## src/rtl/lcdnb_pkg.sv

```systemverilog
package lcdnb_pkg;

  localparam logic [1:0] OP_WRITE = 2'b00;
  localparam logic [1:0] OP_READ  = 2'b01;

  typedef enum logic [2:0] {
    ST_IDLE,
    ST_SETUP,
    ST_EHIGH,
    ST_HOLD,
    ST_DONE
  } lcdnbState_t;

  typedef struct packed {
    logic load;       // capture the host request
    logic busActive;  // present the transfer's RS/RW/nibble/drive
    logic eHigh;      // enable strobe level
    logic sample;     // capture the input nibble
    logic lowNib;     // which half of the byte is on the bus
    logic finish;     // release the bus and signal done
  } lcdnbStrobes_t;

  function automatic int nsToCycles(input int ns, input int clkMhz);
    int c;
    c = (ns * clkMhz + 999) / 1000;
    return (c < 1) ? 1 : c;
  endfunction

endpackage

```

## src/rtl/lcdnb_ctrl.sv

```systemverilog
module lcdnb_ctrl
  import lcdnb_pkg::*;
#(
  parameter int SETUP_CYC = 8,
  parameter int EHIGH_CYC = 100,
  parameter int HOLD_CYC  = 4,
  parameter int CYCLE_CYC = 200
) (
  input  logic          clk,
  input  logic          rstN,
  input  logic          reqValid,
  input  logic [1:0]    reqOp,
  input  logic          busyFlag,
  output logic          reqReady,
  output lcdnbStrobes_t strobes
);

  localparam int PH_MAX_A = (SETUP_CYC > EHIGH_CYC) ? SETUP_CYC : EHIGH_CYC;
  localparam int PH_MAX   = (PH_MAX_A > HOLD_CYC) ? PH_MAX_A : HOLD_CYC;
  localparam int PH_W     = $clog2(PH_MAX + 1);
  localparam int GAP_W    = $clog2(CYCLE_CYC + 1);
  localparam logic [PH_W-1:0]  PH_SAT     = PH_W'(PH_MAX);
  localparam logic [PH_W-1:0]  SETUP_LAST = PH_W'(SETUP_CYC - 1);
  localparam logic [PH_W-1:0]  EHIGH_LAST = PH_W'(EHIGH_CYC - 1);
  localparam logic [PH_W-1:0]  HOLD_LAST  = PH_W'(HOLD_CYC - 1);
  localparam logic [GAP_W-1:0] GAP_SAT    = GAP_W'(CYCLE_CYC - 1);

  lcdnbState_t      state, stateNext;
  logic [PH_W-1:0]  phaseCnt;
  logic [GAP_W-1:0] gapCnt;
  logic             nibLow, nibLowNext;
  logic             isWait;
  logic             riseNow;

  always_comb begin
    stateNext  = state;
    nibLowNext = nibLow;
    unique case (state)
      ST_IDLE: begin
        if (reqValid) begin
          stateNext  = ST_SETUP;
          nibLowNext = 1'b0;
        end
      end
      ST_SETUP: begin
        if (phaseCnt >= SETUP_LAST && gapCnt >= GAP_SAT) stateNext = ST_EHIGH;
      end
      ST_EHIGH: begin
        if (phaseCnt == EHIGH_LAST) stateNext = ST_HOLD;
      end
      ST_HOLD: begin
        if (phaseCnt == HOLD_LAST) begin
          if (!nibLow) begin
            stateNext  = ST_SETUP;
            nibLowNext = 1'b1;
          end else if (isWait && busyFlag) begin
            stateNext  = ST_SETUP;
            nibLowNext = 1'b0;
          end else begin
            stateNext  = ST_DONE;
            nibLowNext = 1'b0;
          end
        end
      end
      ST_DONE: stateNext = ST_IDLE;
      default: stateNext = ST_IDLE;
    endcase
  end

  assign riseNow = (state == ST_SETUP) && (stateNext == ST_EHIGH);

  always_ff @(posedge clk or negedge rstN) begin
    if (!rstN) begin
      state    <= ST_IDLE;
      phaseCnt <= '0;
      gapCnt   <= GAP_SAT;
      nibLow   <= 1'b0;
      isWait   <= 1'b0;
    end else begin
      state  <= stateNext;
      nibLow <= nibLowNext;
      if (stateNext != state) phaseCnt <= '0;
      else if (phaseCnt != PH_SAT) phaseCnt <= phaseCnt + 1'b1;
      if (riseNow) gapCnt <= '0;
      else if (gapCnt != GAP_SAT) gapCnt <= gapCnt + 1'b1;
      if (state == ST_IDLE && reqValid) isWait <= reqOp[1];
    end
  end

  assign reqReady = (state == ST_IDLE);

  always_comb begin
    strobes.load      = (state == ST_IDLE) && reqValid;
    strobes.busActive = (state == ST_SETUP) || (state == ST_EHIGH) || (state == ST_HOLD);
    strobes.eHigh     = (state == ST_EHIGH);
    strobes.sample    = (state == ST_HOLD) && (phaseCnt == '0);
    strobes.lowNib    = nibLow;
    strobes.finish    = (state == ST_DONE);
  end

  AST_ACCEPT_CLOSES: assert property (@(posedge clk) disable iff (!rstN)
    reqValid && reqReady |=> !reqReady);

  AST_DONE_FROM_BUSY: assert property (@(posedge clk) disable iff (!rstN)
    strobes.finish |-> !reqReady);

endmodule

```

## src/rtl/lcdnb_datapath.sv

```systemverilog
module lcdnb_datapath
  import lcdnb_pkg::*;
#(
  parameter int EHIGH_CYC = 100,
  parameter int CYCLE_CYC = 200
) (
  input  logic          clk,
  input  logic          rstN,
  input  lcdnbStrobes_t strobes,
  input  logic [1:0]    reqOp,
  input  logic          reqRs,
  input  logic [7:0]    reqWdata,
  input  logic [3:0]    lcdDataIn,
  output logic          busyFlag,
  output logic          rspDone,
  output logic [7:0]    rspRdata,
  output logic          lcdRs,
  output logic          lcdRw,
  output logic          lcdE,
  output logic [3:0]    lcdDataOut,
  output logic          lcdDataOe
);

  localparam int CHK_W = $clog2(CYCLE_CYC + EHIGH_CYC + 2);
  localparam logic [CHK_W-1:0] CHK_SAT = {CHK_W{1'b1}};

  logic       opRead;
  logic       rsEff;
  logic [7:0] wByte;
  logic [7:0] rdByte;

  always_ff @(posedge clk or negedge rstN) begin
    if (!rstN) begin
      opRead     <= 1'b0;
      rsEff      <= 1'b0;
      wByte      <= '0;
      rdByte     <= '0;
      rspDone    <= 1'b0;
      rspRdata   <= '0;
      lcdRs      <= 1'b0;
      lcdRw      <= 1'b0;
      lcdE       <= 1'b0;
      lcdDataOut <= '0;
      lcdDataOe  <= 1'b1;
    end else begin
      if (strobes.load) begin
        opRead <= (reqOp != OP_WRITE);
        rsEff  <= reqOp[1] ? 1'b0 : reqRs;
        wByte  <= reqWdata;
      end
      if (strobes.busActive) begin
        lcdRw      <= opRead;
        lcdDataOe  <= !opRead;
        lcdRs      <= rsEff;
        lcdDataOut <= strobes.lowNib ? wByte[3:0] : wByte[7:4];
      end else begin
        lcdRw     <= 1'b0;
        lcdDataOe <= 1'b1;
      end
      lcdE <= strobes.eHigh;
      if (strobes.sample) begin
        if (strobes.lowNib) rdByte[3:0] <= lcdDataIn;
        else                rdByte[7:4] <= lcdDataIn;
      end
      rspDone <= strobes.finish;
      if (strobes.finish && opRead) rspRdata <= rdByte;
    end
  end

  assign busyFlag = rdByte[7];

  // pin-level timing monitors for the assertions below
  logic             ePrev;
  logic [CHK_W-1:0] eRun;
  logic [CHK_W-1:0] pinGap;

  always_ff @(posedge clk or negedge rstN) begin
    if (!rstN) begin
      ePrev  <= 1'b0;
      eRun   <= '0;
      pinGap <= CHK_SAT;
    end else begin
      ePrev <= lcdE;
      if (lcdE) begin
        if (eRun != CHK_SAT) eRun <= eRun + 1'b1;
      end else begin
        eRun <= '0;
      end
      if (lcdE && !ePrev) pinGap <= CHK_W'(1);
      else if (pinGap != CHK_SAT) pinGap <= pinGap + 1'b1;
    end
  end

  AST_E_WIDTH: assert property (@(posedge clk) disable iff (!rstN)
    (!lcdE && ePrev) |-> (eRun == CHK_W'(EHIGH_CYC)));

  AST_BUS_STILL_IN_E: assert property (@(posedge clk) disable iff (!rstN)
    (lcdE && ePrev) |-> $stable({lcdRs, lcdRw, lcdDataOut, lcdDataOe}));

  AST_RISE_SPACING: assert property (@(posedge clk) disable iff (!rstN)
    (lcdE && !ePrev) |-> (pinGap >= CHK_W'(CYCLE_CYC)));

  AST_NO_DRIVE_ON_READ: assert property (@(posedge clk) disable iff (!rstN)
    lcdRw |-> !lcdDataOe);

  AST_DONE_PULSE: assert property (@(posedge clk) disable iff (!rstN)
    rspDone |=> !rspDone);

  AST_DONE_BUS_FREE: assert property (@(posedge clk) disable iff (!rstN)
    rspDone |-> (!lcdRw && lcdDataOe && !lcdE));

endmodule

```

## src/rtl/lcd_nibble_xfer.sv

```systemverilog
module lcd_nibble_xfer
  import lcdnb_pkg::*;
#(
  parameter int CLK_MHZ   = 200,
  parameter int E_HIGH_NS = 500,
  parameter int SETUP_NS  = 40,
  parameter int HOLD_NS   = 20,
  parameter int CYCLE_NS  = 1000
) (
  input  logic       clk,
  input  logic       rstN,
  input  logic       reqValid,
  output logic       reqReady,
  input  logic [1:0] reqOp,
  input  logic       reqRs,
  input  logic [7:0] reqWdata,
  output logic       rspDone,
  output logic [7:0] rspRdata,
  output logic       lcdRs,
  output logic       lcdRw,
  output logic       lcdE,
  output logic [3:0] lcdDataOut,
  output logic       lcdDataOe,
  input  logic [3:0] lcdDataIn
);

  localparam int SETUP_CYC = nsToCycles(SETUP_NS, CLK_MHZ);
  localparam int EHIGH_CYC = nsToCycles(E_HIGH_NS, CLK_MHZ);
  localparam int HOLD_CYC  = nsToCycles(HOLD_NS, CLK_MHZ);
  localparam int CYCLE_RAW = nsToCycles(CYCLE_NS, CLK_MHZ);
  localparam int CYCLE_MIN = SETUP_CYC + EHIGH_CYC + HOLD_CYC;
  localparam int CYCLE_CYC = (CYCLE_RAW > CYCLE_MIN) ? CYCLE_RAW : CYCLE_MIN;

  lcdnbStrobes_t strobes;
  logic          busyFlag;

  lcdnb_ctrl #(
    .SETUP_CYC(SETUP_CYC),
    .EHIGH_CYC(EHIGH_CYC),
    .HOLD_CYC (HOLD_CYC),
    .CYCLE_CYC(CYCLE_CYC)
  ) u_ctrl (
    .clk     (clk),
    .rstN    (rstN),
    .reqValid(reqValid),
    .reqOp   (reqOp),
    .busyFlag(busyFlag),
    .reqReady(reqReady),
    .strobes (strobes)
  );

  lcdnb_datapath #(
    .EHIGH_CYC(EHIGH_CYC),
    .CYCLE_CYC(CYCLE_CYC)
  ) u_dp (
    .clk       (clk),
    .rstN      (rstN),
    .strobes   (strobes),
    .reqOp     (reqOp),
    .reqRs     (reqRs),
    .reqWdata  (reqWdata),
    .lcdDataIn (lcdDataIn),
    .busyFlag  (busyFlag),
    .rspDone   (rspDone),
    .rspRdata  (rspRdata),
    .lcdRs     (lcdRs),
    .lcdRw     (lcdRw),
    .lcdE      (lcdE),
    .lcdDataOut(lcdDataOut),
    .lcdDataOe (lcdDataOe)
  );

endmodule

```

## config.mk

```make
export PLATFORM = sky130hd
export DESIGN_NAME = lcd_nibble_xfer
export DESIGN_NICKNAME = d
export VERILOG_FILES = /design/src/rtl/lcdnb_pkg.sv /design/src/rtl/lcdnb_ctrl.sv /design/src/rtl/lcdnb_datapath.sv /design/src/rtl/lcd_nibble_xfer.sv
export SDC_FILE = /design/constraint.sdc
export NUM_CORES = 1
export LEC_CHECK = 0
export BUFFER_PORTS_ARGS = -buffer_cell sky130_fd_sc_hd__buf_2
export CORE_ASPECT_RATIO = 0.75
export CORE_MARGIN = 3
export CORE_UTILIZATION = 30
export DETAILED_ROUTE_END_ITERATION = 10
export PLACE_DENSITY = 0.56
export SETUP_SLACK_MARGIN = 0.5
export SLEW_MARGIN = 40
export SYNTH_ARGS = -nofsm -noshare
export SYNTH_HDL_FRONTEND = slang
export SYNTH_SLANG_ARGS = --single-unit
```

## constraint.sdc

```tcl
create_clock -name clk -period 4.4 [get_ports clk]
set_input_delay 0 -clock clk [delete_from_list [all_inputs] [get_ports clk]]
set_output_delay 0 -clock clk [all_outputs]
set_load 0.1 [all_outputs]
```

Word level (Yosys, flattened, before mapping) --
Cells that the tools add are included.
Word-level totals: input port bits 18, output and inout bits 18, word-level logic and storage cells 71, register bits 55
Cells by class: equal/unequal tests 12, $lt $le $gt $ge 2, $add $sub $neg 2, bitwise gates (word level) 1, reductions and logical operators 18, muxes and demuxes 19
Operators by type and width (number):
- two-way mux 3 bit | 6
- two-way mux 8 bit | 2
- two-way mux 7 bit | 2
- case mux 3 bit (4 select lines) | 1
- == test 3 x 2 -> 1 bit (second input constant) | 3
- adder 8 x 1 -> 8 bit (second input constant) | 1
- greater-or-equal comparator 8 bit (second input constant) | 1
- != test 8 bit (second input constant) | 1
- nonzero test 2 bit | 4
- adder 7 x 1 -> 7 bit (second input constant) | 1
- == test 7 x 2 -> 1 bit (second input constant) | 1
- == test 7 bit (second input constant) | 1
- greater-or-equal comparator 7 x 3 -> 1 bit (second input constant) | 1
- zero test 7 bit | 1
- != test 7 bit (second input constant) | 1
- logical AND 1 bit | 6
- two-way mux 1 bit | 6
- two-way mux 4 bit | 1
- AND reduction 2 bit | 2
- == test 3 x 1 -> 1 bit (second input constant) | 1
- == test 3 bit (second input constant) | 1
- zero test 3 bit | 1
- != test 3 bit | 1
- AND reduction 3 bit | 1
- 6 further kinds | 7

Logic depth before layout (Yosys ltp) --
Gate-level depths: netlist of the first run.
word-level depth 8, gate-level depth with buffers 6, gate-level depth less buffers 5

Hierarchy --
A second synthesis of the first run with hierarchy kept.
Unflattened totals: cell total of the unflattened synthesis 205, area total of the unflattened synthesis 2528.7 sq um
By module, submodules not included:
- lcdnb_datapath | sequential area each 877.1 sq um, times used 1, cells an instance 86, area each 1346.3 sq um
- lcdnb_ctrl | sequential area each 506.7 sq um, times used 1, cells an instance 119, area each 1182.4 sq um

Worst setup path before layout of the first run --
No wires, ideal clock.
path kind register -> register, from register u_ctrl.state[0], to register u_ctrl.nibLow, library setup time 0.142 ns, buffers on the path 2, cell stages (with the launch flop) 7, path slack 1.034 ns, arrival time 3.224 ns, cell sequence dfrtp_1 -> buf_4 -> nor3_1 -> nand2_1 -> clkbuf_1 -> nand2_1 -> mux2i_1
On the way: word-level cells in the longest chain between the ends 3, elaborated cells on any way between the ends 7, those cells by class 3 x eq/ne; 1 x mux; 3 x reduce/logical
Ends and longest elaborated chain:
- from (decl) | RTL line lcdnb_ctrl.sv:28 | lcdnbState_t state, stateNext;
- from (signal assigned) | RTL line lcdnb_ctrl.sv:80 | state <= stateNext;
- zero test 3 bit (*)
- net reqReady | RTL line lcd_nibble_xfer.sv:13 | output logic reqReady,
- != test 2 bit (no source line) / nonzero test 2 bit (equally long branches)
- AND reduction 3 bit (no source line)
- to (signal assigned) | RTL line lcdnb_ctrl.sv:81 | nibLow <= nibLowNext;
- to (decl) | RTL line lcdnb_ctrl.sv:31 | logic nibLow, nibLowNext;
The timed path passes the listed nets; every way through them passes the cells marked *. A chain may end at the register's enable or synchronous reset.

Worst setup path in the final report of the first run --
from register u_ctrl.phaseCnt[1], to register u_ctrl.state[0]
On the way: word-level cells in the longest chain between the ends 4, elaborated cells on any way between the ends 8, those cells by class 1 x order compare; 2 x eq/ne; 4 x mux; 1 x reduce/logical
Ends and longest elaborated chain:
- from (decl) | RTL line lcdnb_ctrl.sv:29 | logic [PH_W-1:0] phaseCnt;
- from (signal assigned) | RTL line lcdnb_ctrl.sv:83 | else if (phaseCnt != PH_SAT) phaseCnt <= phaseCnt + 1'b1;
- greater-or-equal comparator 7 x 3 -> 1 bit | RTL line lcdnb_ctrl.sv:46 | if (phaseCnt >= SETUP_LAST && gapCnt >= GAP_SAT) stateNext = ST_EHIGH;
- logical AND 1 bit | RTL line lcdnb_ctrl.sv:46
- two-way mux 3 bit | RTL line lcdnb_ctrl.sv:46
- case mux 3 bit (4 select lines) (*) | RTL line lcdnb_ctrl.sv:38 | unique case (state)
- net u_ctrl.stateNext[0] | RTL line lcdnb_ctrl.sv:28
Marked as above.

==> results.sh, run 1 <==
export IMPL_hold_end="u_dp.wByte[6]$_DFFE_PN0P_"
export IMPL_synth_common_cells="49 x dfrtp_1, 43 x nand2_1, 18 x nor2_1"
export IMPL_crit_arrival_ps=2070
export IMPL_clock_sinks=55
export IMPL_tns_ps=0
export IMPL_fin_area_um2=3030
export IMPL_placed_cell_area_um2=2770
export IMPL_r2r_slack_ps=2520
export IMPL_synth_async_reset_ratio_pct=100
export IMPL_setup_viol=0
export IMPL_firstDrtPassIters=4
export IMPL_min_path_cells=4
export IMPL_finalCriticalPeriod_ps=1880
export IMPL_seq_area_frac_synth_pct=55.1
export IMPL_slew_headroom_pct=54.4
export IMPL_syn_avg_cell_area_um2=11.0
export IMPL_cts_buffers=5
export IMPL_initial_core_util_pct=31.3
export IMPL_yosys_cell_types_count=44
export IMPL_r2r_start="u_ctrl.phaseCnt[1]$_DFFE_PN0P_"
export IMPL_powerDensity_nw_per_um2=294
export IMPL_die_y_um=85.3
export IMPL_critPathLaunch="u_ctrl.phaseCnt[1]$_DFFE_PN0P_"
export IMPL_hp_class="in2reg"
export IMPL_drtAntennaViolNets=0
export IMPL_critical_path_required_ps=4580
export IMPL_synth_most_common_cell="dfrtp_1"
export IMPL_antenna_found_initial=0
export IMPL_drv_cap=0
export IMPL_drc=0
export IMPL_rsz0062_at_grt="no"
export IMPL_ys_seq_elements=55
export IMPL_numPortBuffers=35
export IMPL_final_util_pct=37.8
export IMPL_cts_tree="done"
export IMPL_met2_length_mm=2.08
export IMPL_rr_worst_depth=5
export IMPL_fin_worst_skew_ps=16.3
export IMPL_synth_top_area_cell="dfrtp_1"
export IMPL_ys_warn_count=0
export IMPL_synth_top_area_share_pct=48.8
export IMPL_critPathBufInv=0
export IMPL_worstSetupPathType="reg2reg"
export IMPL_grt_overflow=0
export IMPL_slowest_stage="dfrtp_1"
export IMPL_synth_cells=228
export IMPL_cp_start_kind="register"
export IMPL_nets=298
export IMPL_grt_pass1_vias=1694
export IMPL_grt_max_degree=56
export IMPL_antenna_cells=0
export IMPL_slew_viol_final=0
export IMPL_hold_start="reqValid"
export IMPL_worstMarginPinSlew_ps=681
export IMPL_cp_top_family="compound AO/OA/AOI/OAI gates"
export IMPL_top_layer="met4"
export IMPL_grt_pass1_wl_mm=8.28
export IMPL_wirelength_mm=4.80
export IMPL_status="complete, no violations"
export IMPL_period_share_pct=42.8
export IMPL_root_buffer="clkbuf_8"
export IMPL_place_detailed_hpwl_mm=3.36
export IMPL_cts_buffer_depth=2
export IMPL_core_um2=8020
export IMPL_irDropWorstVdd_mv=0.146
export IMPL_htreeDepth=2
export IMPL_crit_fanout=6
export IMPL_die_w_um=112
export IMPL_worst_path_largest_cell_delay_ps=430
export IMPL_netlist_area_um2=2510
export IMPL_worst_setup_path_end_kind="register"
export IMPL_path_clk_slew_ps=100
export IMPL_synth_area_leaders="dfrtp_1 49%, nand2_1 6.4%, dfstp_2 6.3%"
export IMPL_timing_rr_end="u_ctrl.state[0]$_DFF_PN0_"
export IMPL_ios=36
export IMPL_synth_fp_nets=249
export IMPL_gp_congestion=0.787
export IMPL_dr_total_vias=1709
export IMPL_grt_total_usage_pct=11.0
export IMPL_dieArea_um2=9520
export IMPL_clkLatencyLatePin_ps=310
export IMPL_drive_gt1_share_pct=27.7
export IMPL_wl_met1_mm=2.48
export IMPL_cts_resized=0
export IMPL_avgViaCountPerCell=4.46
export IMPL_total_leakage_power_nw=1.45
export IMPL_hold_violations=0
export IMPL_area_growth_pct=20.5
export IMPL_synth_flop_cell="dfrtp_1"
export IMPL_synth_edf_count=0
export IMPL_first_iter_violations=101
export IMPL_num_rows=28
export IMPL_dr_wl_met3_um=195
export IMPL_fmax_mhz=531
export IMPL_wl_per_cell_um=12.5
export IMPL_crit_chain="ha_1, a21o_2, a21oi_4, or3_1, a221o_1"
-- sequential cells by signal (all words and copies together) (netlist names) --
register,flops
u_dp.wByte,8
u_dp.lcdE,1
u_ctrl.nibLow,1
u_dp.rdByte,8
u_ctrl.state,3
u_dp.lcdRw,1
u_dp.rspRdata,8
u_dp.opRead,1
u_ctrl.phaseCnt,7
u_ctrl.gapCnt,8
u_ctrl.isWait,1
u_dp.lcdRs,1
u_dp.lcdDataOe,1
u_dp.rspDone,1
u_dp.rsEff,1
u_dp.lcdDataOut,4
-- power breakdown --
part	internal, W	total, W	switching [W]
Combinational	0.0000242	0.0000720	0.0000478
Clock	0.000129	0.000298	0.000169
Sequential	0.000517	0.000521	0.00000481
Total	0.000670	0.000891	0.000221
-- metrics by stage --
step / hold WS, ps / std cells / total power (W) / worst slack, ps
after floorplan: -296 / 228 / 0.000568 / 1030
after global placement: 187 / 359 / 0.000594 / 2380
after detailed placement: 179 / 359 / 0.000594 / 2550
after CTS: 114 / 383 / 0.000904 / 2530
after global routing: 131 / 383 / 0.000927 / 2330
final: 113 / 383 / 0.000891 / 2520
-- worst min-delay path: stages --
cell,delay [ps]
buf_2,110
nor4b_4,170
nand2_1,70
nand2_1,40
-- logic make-up after synthesis --
family | share of synthesized area, %
AOI/OAI and AO/OA | 4.73
xor gates and xnor gates | 4.18
adders and majority gates | 1.49
buffers and inverters | 3.53
DFF | 55.1
muxes | 10.6
and+or+nand+nor | 20.5
-- cell usage in the layout, fill, tap and decap left out, drive strengths merged --
cell         netlist  layout
dfrtp             49      49
nand2             43      43
buf                7      36
nor2              19      19
dlygate4sd3        0      16
mux2              16      16
nor3              14      14
nand3              9       9
o21ai              9       9
xor2               8       8
mux2i              7       7
inv                6       6
clkbuf             2       6
dfstp              6       6
and3               4       4
xnor2              4       4
ha                 3       3
a21oi              3       3
or3                2       2
and3b              2       2
nor3b              2       2
a21o               1       1
or4                1       1
a2111oi            1       1
a221o              1       1
or3b               1       1
a31o               1       1
and2               1       1
nor4b              1       1
nand4              1       1
and4b              1       1
or2                1       1
nand3b             1       1
clkinv             0       1
clkinvlp           0       1
-- layer usage --
metal	vias up	track usage [%]
li1	867	-
met1	811	15.5
met2	27	16.2
met3	4	3.14
met4	0	3.65
met5	-	0
-- worst max path at each step --
stage	endpoint	slack, ps	depth (start not counted)
3_3_place_gp	u_ctrl.phaseCnt[5]$_DFFE_PN0P_	2380	4
6_report	u_ctrl.state[0]$_DFF_PN0_	2520	5
5_1_grt	u_dp.rdByte[6]$_DFFE_PN0P_	2330	4
2_1_floorplan	u_ctrl.nibLow$_DFFE_PN0P_	1030	6
3_5_place_dp	u_ctrl.state[0]$_DFF_PN0_	2550	5
4_1_cts	u_ctrl.state[0]$_DFF_PN0_	2530	5
-- area by class of cell --
class                           instances  area [µm²]
Sequential cell                        55        1380
Clock inverter                          2        16.3
Tap cell                              105         131
Timing Repair Buffer                   52         343
Clock buffer                            6        82.6
Multi-Input combinational cell        157        1050
Fill cell                             794        4990
Inverter                                6        22.5
-- repair_timing --
action                                 CTS  global route
hold buffers                            16             0
setup endpoints to repair                0             0
endpoints found under the hold margin   68             0
buffers inserted                         0             0
Power figures use the tool's default switching activity.
==> run 2: changes to the inputs <==
--- a/config.mk
+++ b/config.mk
@@ -5,6 +5,7 @@
 export SDC_FILE = /design/constraint.sdc
 export NUM_CORES = 1
 export LEC_CHECK = 0
+export ABC_AREA = 1
 export BUFFER_PORTS_ARGS = -buffer_cell sky130_fd_sc_hd__buf_2
 export CORE_ASPECT_RATIO = 0.75
 export CORE_MARGIN = 3
==> constraint.sdc (replaced) <==
create_clock -name clk -period 1.8 [get_ports clk]
set_input_delay 0 -clock clk [delete_from_list [all_inputs] [get_ports clk]]
set_output_delay 0 -clock clk [all_outputs]
set_load 0.1 [all_outputs]
==> run 2 against run 1 <==
  * Sequential power grew 140%
  * Synthesized cell count rose by 25%
  * Total power grew to 2.6 times the previous value
  * Clock-buffer cell count decreased by 1
  * Die area is 2.9% higher
==> results.sh, run 2 <==
export IMPL_ys_warn_count=0
export IMPL_r2r_start="u_ctrl.state[0]$_DFF_PN0_"
export IMPL_hold_end="u_dp.opRead$_DFFE_PN0P_"
export IMPL_status="complete, no violations"
export IMPL_drtAntennaViolNets=0
export IMPL_power_share_clock_pct=43.1
export IMPL_drc=0
export IMPL_grt_pass1_wl_mm=9.94
export IMPL_gp_congestion=0.797
export IMPL_period_share_pct=86.5
export IMPL_synth_fp_nets=305
export IMPL_grt_total_usage_pct=12.6
export IMPL_synth_async_reset_ratio_pct=100
export IMPL_wl_per_cell_um=12.7
export IMPL_die_w_um=113
export IMPL_slowest_stage="dfrtp_2"
export IMPL_synth_area_leaders="dfrtp_1 47%, nand2_1 11%, dfstp_2 6.1%"
export IMPL_die_y_um=86.5
export IMPL_min_path_cells=3
export IMPL_timing_rr_end="u_dp.rspRdata[0]$_DFFE_PN0P_"
export IMPL_htreeDepth=2
export IMPL_synth_top_area_share_pct=47.3
export IMPL_stdcell_count=480
export IMPL_antenna_found_initial=0
export IMPL_crit_arrival_ps=1730
export IMPL_cp_top_family="simple AND/OR/NAND/NOR gates"
export IMPL_clock_sinks=55
export IMPL_path_clk_slew_ps=80
export IMPL_fin_worst_skew_ps=6.36
export IMPL_drv_cap=0
export IMPL_grt_pass1_vias=2115
export IMPL_synth_common_cells="77 x nand2_1, 49 x dfrtp_1, 34 x inv_1"
export IMPL_p_int_w=0.00181
export IMPL_post_place_cells=425
export IMPL_synth_flop_cell="dfrtp_1"
export IMPL_power_switching_share_pct=21.8
export IMPL_numPortBuffers=35
export IMPL_initial_core_util_pct=31.9
export IMPL_setup_viol=0
export IMPL_power_w=0.00231
export IMPL_worstMarginPinSlew_ps=524
export IMPL_tns_ps=0
export IMPL_r2r_slack_ps=240
export IMPL_area_growth_pct=46.8
export IMPL_powerDensity_nw_per_um2=607
export IMPL_synth_edf_count=0
export IMPL_firstDrtPassIters=4
export IMPL_seq_area_frac_synth_pct=53.4
export IMPL_synth_most_common_cell="nand2_1"
export IMPL_ys_seq_elements=55
export IMPL_layout_common_cells="50 x nand2_1, 45 x dfrtp_1, 34 x buf_2, 27 x inv_1, 25 x nand2_2"
export IMPL_slew_viol_final=0
export IMPL_rsz0062_at_grt="yes"
export IMPL_slew_headroom_pct=65.1
export IMPL_ios=36
export IMPL_critical_path_required_ps=1980
export IMPL_clkLatencyLatePin_ps=290
export IMPL_wirelength_mm=6.11
export IMPL_irDropWorstVdd_mv=0.392
export IMPL_cts_buffer_depth=2
export IMPL_nets=395
export IMPL_first_iter_violations=77
export IMPL_syn_avg_cell_area_um2=9.12
export IMPL_power_switching_w=0.000503
export IMPL_finalCriticalPeriod_ps=1560
export IMPL_worst_setup_path_end_kind="register"
export IMPL_yosys_cell_types_count=31
export IMPL_avgViaCountPerCell=4.48
export IMPL_dr_total_vias=2149
export IMPL_pwr_share_seq_pct=53.5
export IMPL_critPathBufInv=1
export IMPL_grt_max_degree=35
export IMPL_mostFrequentLayoutCell="nand2_1"
export IMPL_total_leakage_power_nw=1.91
export IMPL_hp_class="in2reg"
export IMPL_num_rows=28
export IMPL_grt_overflow=0
export IMPL_antenna_cells=0
export IMPL_crit_chain="or2_4, buf_6, nor2_4, nand2_4, mux2_2"
export IMPL_cts_buffers=5
export IMPL_drive_gt1_share_pct=48.8
export IMPL_worst_path_largest_cell_delay_ps=430
export IMPL_cp_start_kind="register"
export IMPL_root_buffer="clkbuf_16"
export IMPL_core_um2=8130
export IMPL_rr_worst_depth=5
export IMPL_fmax_mhz=642
export IMPL_path_depth=5
export IMPL_synth_top_area_cell="dfrtp_1"
export IMPL_synth_cells=284
export IMPL_netlist_area_um2=2590
export IMPL_fin_ws_ps=243
export IMPL_worstSetupPathType="reg2reg"
export IMPL_place_detailed_hpwl_mm=3.92
export IMPL_pwr_share_comb_pct=3.4
export IMPL_dp_slack_ps=130
export IMPL_crit_fanout=5
export IMPL_dieArea_um2=9800
export IMPL_hold_violations=0
export IMPL_hold_start="reqOp[1]"
export IMPL_cts_tree="done"
[run 2: stage by stage]
stage          area, µm²  util [%]  hold slack (ps)
2_1_floorplan       2630         -             -296
3_5_place_dp        2950      36.3             24.8
5_1_grt             3800      46.8             53.9
6_report            3800      46.8             21.3
3_3_place_gp        2950      36.3             18.9
4_1_cts             3570      44.0             27.9
[run 2: tightest hold or removal path: stages]
cell,delay [ps]
buf_2,140
o21ai_2,70
o21ai_1,70
[run 2: cell type report]
| type | instances | area [µm²] |
|---|---|---|
| fill | 773 | 4320 |
| sequential | 55 | 1390 |
| multi-input combinational | 187 | 1310 |
| timing repair buffer | 84 | 657 |
| inverter | 41 | 164 |
| tap | 105 | 131 |
| clock buffer | 5 | 125 |
| clock inverter | 3 | 27.5 |
[run 2: worst max-delay path by stage]
stage	endpoint	slack, ps	start
global route	u_ctrl.phaseCnt[0]$_DFFE_PN0P_	200	u_ctrl.phaseCnt[1]$_DFFE_PN0P_
floorplan	u_dp.rsEff$_DFFE_PN0P_	-40	u_ctrl.state[0]$_DFF_PN0_
global placement	u_dp.opRead$_DFFE_PN0P_	160	u_ctrl.state[0]$_DFF_PN0_
CTS	u_ctrl.phaseCnt[0]$_DFFE_PN0P_	260	u_ctrl.phaseCnt[1]$_DFFE_PN0P_
finish	u_dp.rspRdata[0]$_DFFE_PN0P_	240	u_ctrl.state[0]$_DFF_PN0_
detailed placement	u_ctrl.phaseCnt[2]$_DFFE_PN0P_	130	u_ctrl.phaseCnt[1]$_DFFE_PN0P_
[run 2: power groups by stage]
stage / combinational (W) / clock (W) / sequential [W]
2_1_floorplan: 0.00000266 / 0 / 0.00126
3_3_place_gp: 0.0000545 / 0 / 0.00126
3_5_place_dp: 0.0000555 / 0 / 0.00126
4_1_cts: 0.0000806 / 0.00104 / 0.00123
5_1_grt: 0.0000897 / 0.00109 / 0.00124
6_report: 0.0000783 / 0.000995 / 0.00124
[run 2: cell families (layout without fill, tap and decap cells)]
kind of cell	Yosys count	after routing	synth area share [%]
buf+inv	43	133	6.42
flops	55	55	53.4
compound gates	24	24	5.21
simple gates	145	146	28.0
xor+xnor	6	6	2.03
fa+ha+maj	3	3	1.45
mux	8	8	3.48
[run 2: timing repair]
| action | in CTS | in global routing |
|---|---|---|
| pin swaps | 28 | 33 |
| cloned | 1 | 1 |
| endpoints found under the setup margin | 51 | 51 |
| setup buffers | 21 | 9 |
| hold endpoints to repair | 39 | 0 |
| hold buffers | 15 | 0 |
| gates resized for setup | 43 | 52 |
[run 2: per-layer routing]
layer	wire length (µm)	part of all wire (%)	track usage [%]	vias up
met3	185	3.0	2.09	7
met4	64	1.0	3.60	0
met5	0	0	0	-
li1	-	-	-	1076
met1	2940	48	16.6	1033
met2	2920	48	21.5	33
==> run 3: changes to the inputs <==
--- a/config.mk
+++ b/config.mk
@@ -11,7 +11,6 @@
 export CORE_MARGIN = 3
 export CORE_UTILIZATION = 30
 export DETAILED_ROUTE_END_ITERATION = 10
-export PLACE_DENSITY = 0.56
 export SETUP_SLACK_MARGIN = 0.5
 export SLEW_MARGIN = 40
 export SYNTH_ARGS = -nofsm -noshare
==> run 3 against run 2 <==
  * Sequential share of layout area is 0.39 points lower
  * Highest routed layer is now met3
  * Die area stayed put
  * Critical path type unchanged
  * Largest cell class unchanged
  * Sequential power hardly changed
==> results.sh, run 3 (synthesis gave the netlist of run 2 again) <==
export IMPL_dr_total_vias=2144
export IMPL_cp_start_kind="register"
export IMPL_crit_fanout=5
export IMPL_hold_violations=0
export IMPL_setup_viol=0
export IMPL_die_y_um=86.5
export IMPL_hold_end="u_dp.opRead$_DFFE_PN0P_"
export IMPL_cts_tree="done"
export IMPL_worstMarginPinSlew_ps=504
export IMPL_antenna_found_initial=0
export IMPL_first_iter_violations=89
export IMPL_rr_worst_depth=5
export IMPL_crit_chain="or2_4, buf_6, nor2_4, nand2_4, mux2_2"
export IMPL_root_buffer="clkbuf_16"
export IMPL_drv_cap=0
export IMPL_mostFrequentLayoutCell="nand2_1"
export IMPL_irDropWorstVdd_mv=0.400
export IMPL_stdcell_count=487
export IMPL_place_detailed_hpwl_mm=3.75
export IMPL_grt_overflow=0
export IMPL_die_w_um=113
export IMPL_antenna_cells=0
export IMPL_initial_core_util_pct=31.9
export IMPL_nets=402
export IMPL_worstSetupPathType="reg2reg"
export IMPL_grt_total_usage_pct=12.3
export IMPL_r2r_slack_ps=230
export IMPL_min_path_cells=4
export IMPL_status="complete, no violations"
export IMPL_area_growth_pct=49.1
export IMPL_numPortBuffers=35
export IMPL_multi_input_area_um2=1330
export IMPL_grt_pass1_wl_mm=9.88
export IMPL_ff_latch_area_um2=1400
export IMPL_fmax_mhz=637
export IMPL_holdWs_ps=141
export IMPL_core_um2=8130
export IMPL_num_rows=28
export IMPL_firstDrtPassIters=4
export IMPL_clock_sinks=55
export IMPL_avgViaCountPerCell=4.40
export IMPL_finalCriticalPeriod_ps=1570
export IMPL_cp_top_family="simple AND/OR/NAND/NOR gates"
export IMPL_period_share_pct=87.2
export IMPL_powerDensity_nw_per_um2=587
export IMPL_cts_buffer_depth=2
export IMPL_critPathBufInv=1
export IMPL_wirelength_mm=6.06
export IMPL_r2r_start="u_ctrl.state[1]$_DFF_PN0_"
export IMPL_drc=0
export IMPL_drtAntennaViolNets=0
export IMPL_path_clk_slew_ps=70
export IMPL_dieArea_um2=9800
export IMPL_total_leakage_power_nw=1.94
export IMPL_grt_max_degree=23
export IMPL_crit_arrival_ps=1740
export IMPL_post_place_cells=426
export IMPL_slew_headroom_pct=66.4
export IMPL_hold_start="reqValid"
export IMPL_worst_setup_path_end_kind="register"
export IMPL_drive_gt1_share_pct=52.6
export IMPL_gp_congestion=0.789
export IMPL_final_util_pct=47.5
export IMPL_hp_class="in2reg"
export IMPL_htreeDepth=2
export IMPL_slew_viol_final=0
export IMPL_slowest_stage="dfrtp_2"
export IMPL_worst_path_largest_cell_delay_ps=440
export IMPL_clkLatencyLatePin_ps=290
export IMPL_wl_per_cell_um=12.4
export IMPL_rsz0062_at_grt="yes"
export IMPL_grt_pass1_vias=2136
export IMPL_timing_rr_end="u_dp.rspRdata[2]$_DFFE_PN0P_"
export IMPL_tns_ps=0
export IMPL_layout_common_cells="51 x nand2_1, 40 x dfrtp_1, 34 x buf_2, 28 x buf_4, 27 x inv_1"
export IMPL_fillerInstances=761
export IMPL_ios=36
export IMPL_critical_path_required_ps=1970
export IMPL_fin_worst_skew_ps=10.9
export IMPL_cts_buffers=5
## run 3: changes by cell type in the layout (fill, tap and decap cells not counted), sizes merged
cell / change
clkinvlp: +1
dlygate4sd3: +1
clkbuf: +1
inv: -2
buf: +6
## run 3: what timing repair did
| action | in CTS | in global routing |
|---|---|---|
| endpoints found under the setup margin | 50 | 52 |
| hold buffers | 16 | 0 |
| gates resized for setup | 52 | 51 |
| endpoints found under the hold margin | 34 | 0 |
| buffers inserted | 21 | 15 |
| pin swaps | 20 | 29 |
| cloned | 0 | 1 |
## run 3: final cells by class
type | count | area share [%]
inverters | 41 | 4.21
well taps | 105 | 3.40
flip-flops and latches | 55 | 36.1
multi-input cells | 187 | 34.4
clock inverters | 2 | 0.324
repair buffers | 91 | 18.2
clock buffers | 6 | 3.34
## run 3: worst max-delay path by stage
stage                              startpoint                             end  slack (ps)  cells past startpoint
3_5_place_dp        u_ctrl.state[0]$_DFF_PN0_  u_ctrl.phaseCnt[5]$_DFFE_PN0P_         140                      7
2_1_floorplan       u_ctrl.state[0]$_DFF_PN0_          u_dp.rsEff$_DFFE_PN0P_         -40                      5
6_report            u_ctrl.state[1]$_DFF_PN0_    u_dp.rspRdata[2]$_DFFE_PN0P_         230                      5
4_1_cts        u_ctrl.phaseCnt[1]$_DFFE_PN0P_  u_ctrl.phaseCnt[5]$_DFFE_PN0P_         270                     10
5_1_grt          u_ctrl.gapCnt[1]$_DFFE_PN1P_  u_ctrl.phaseCnt[6]$_DFFE_PN0P_         160                     10
3_3_place_gp        u_ctrl.state[0]$_DFF_PN0_  u_ctrl.phaseCnt[4]$_DFFE_PN0P_         180                      7
## run 3: worst reg2reg max path, stage by stage, from the launching register on
cell	delay, ps
dfrtp_2	440
or2_4	280
buf_6	130
nor2_4	170
nand2_4	120
mux2_2	300
## run 3: through the flow
step / area [µm²] / worst slack [ps] / power (W)
5_1_grt: 3860 / 164 / 0.00236
4_1_cts: 3600 / 272 / 0.00229
6_report: 3860 / 230 / 0.00227
3_3_place_gp: 2950 / 185 / 0.00131
2_1_floorplan: 2630 / -35.7 / 0.00126
3_5_place_dp: 2950 / 138 / 0.00131
## run 3: routing by layer
layer | share of wire [%] | GRT usage (%) | vias up
li1 | - | - | 1082
met1 | 49 | 17.2 | 1023
met2 | 47 | 19.9 | 39
met3 | 4.8 | 3.42 | 0
met4 | 0 | 1.31 | 0
met5 | 0 | 0 | -
## run 3: where the power goes
group | internal [W] | total [W] | switching [W]
Sequential | 0.00124 | 0.00124 | 0
Combinational | 0.0000392 | 0.0000794 | 0.0000403
Clock | 0.000515 | 0.000953 | 0.000438
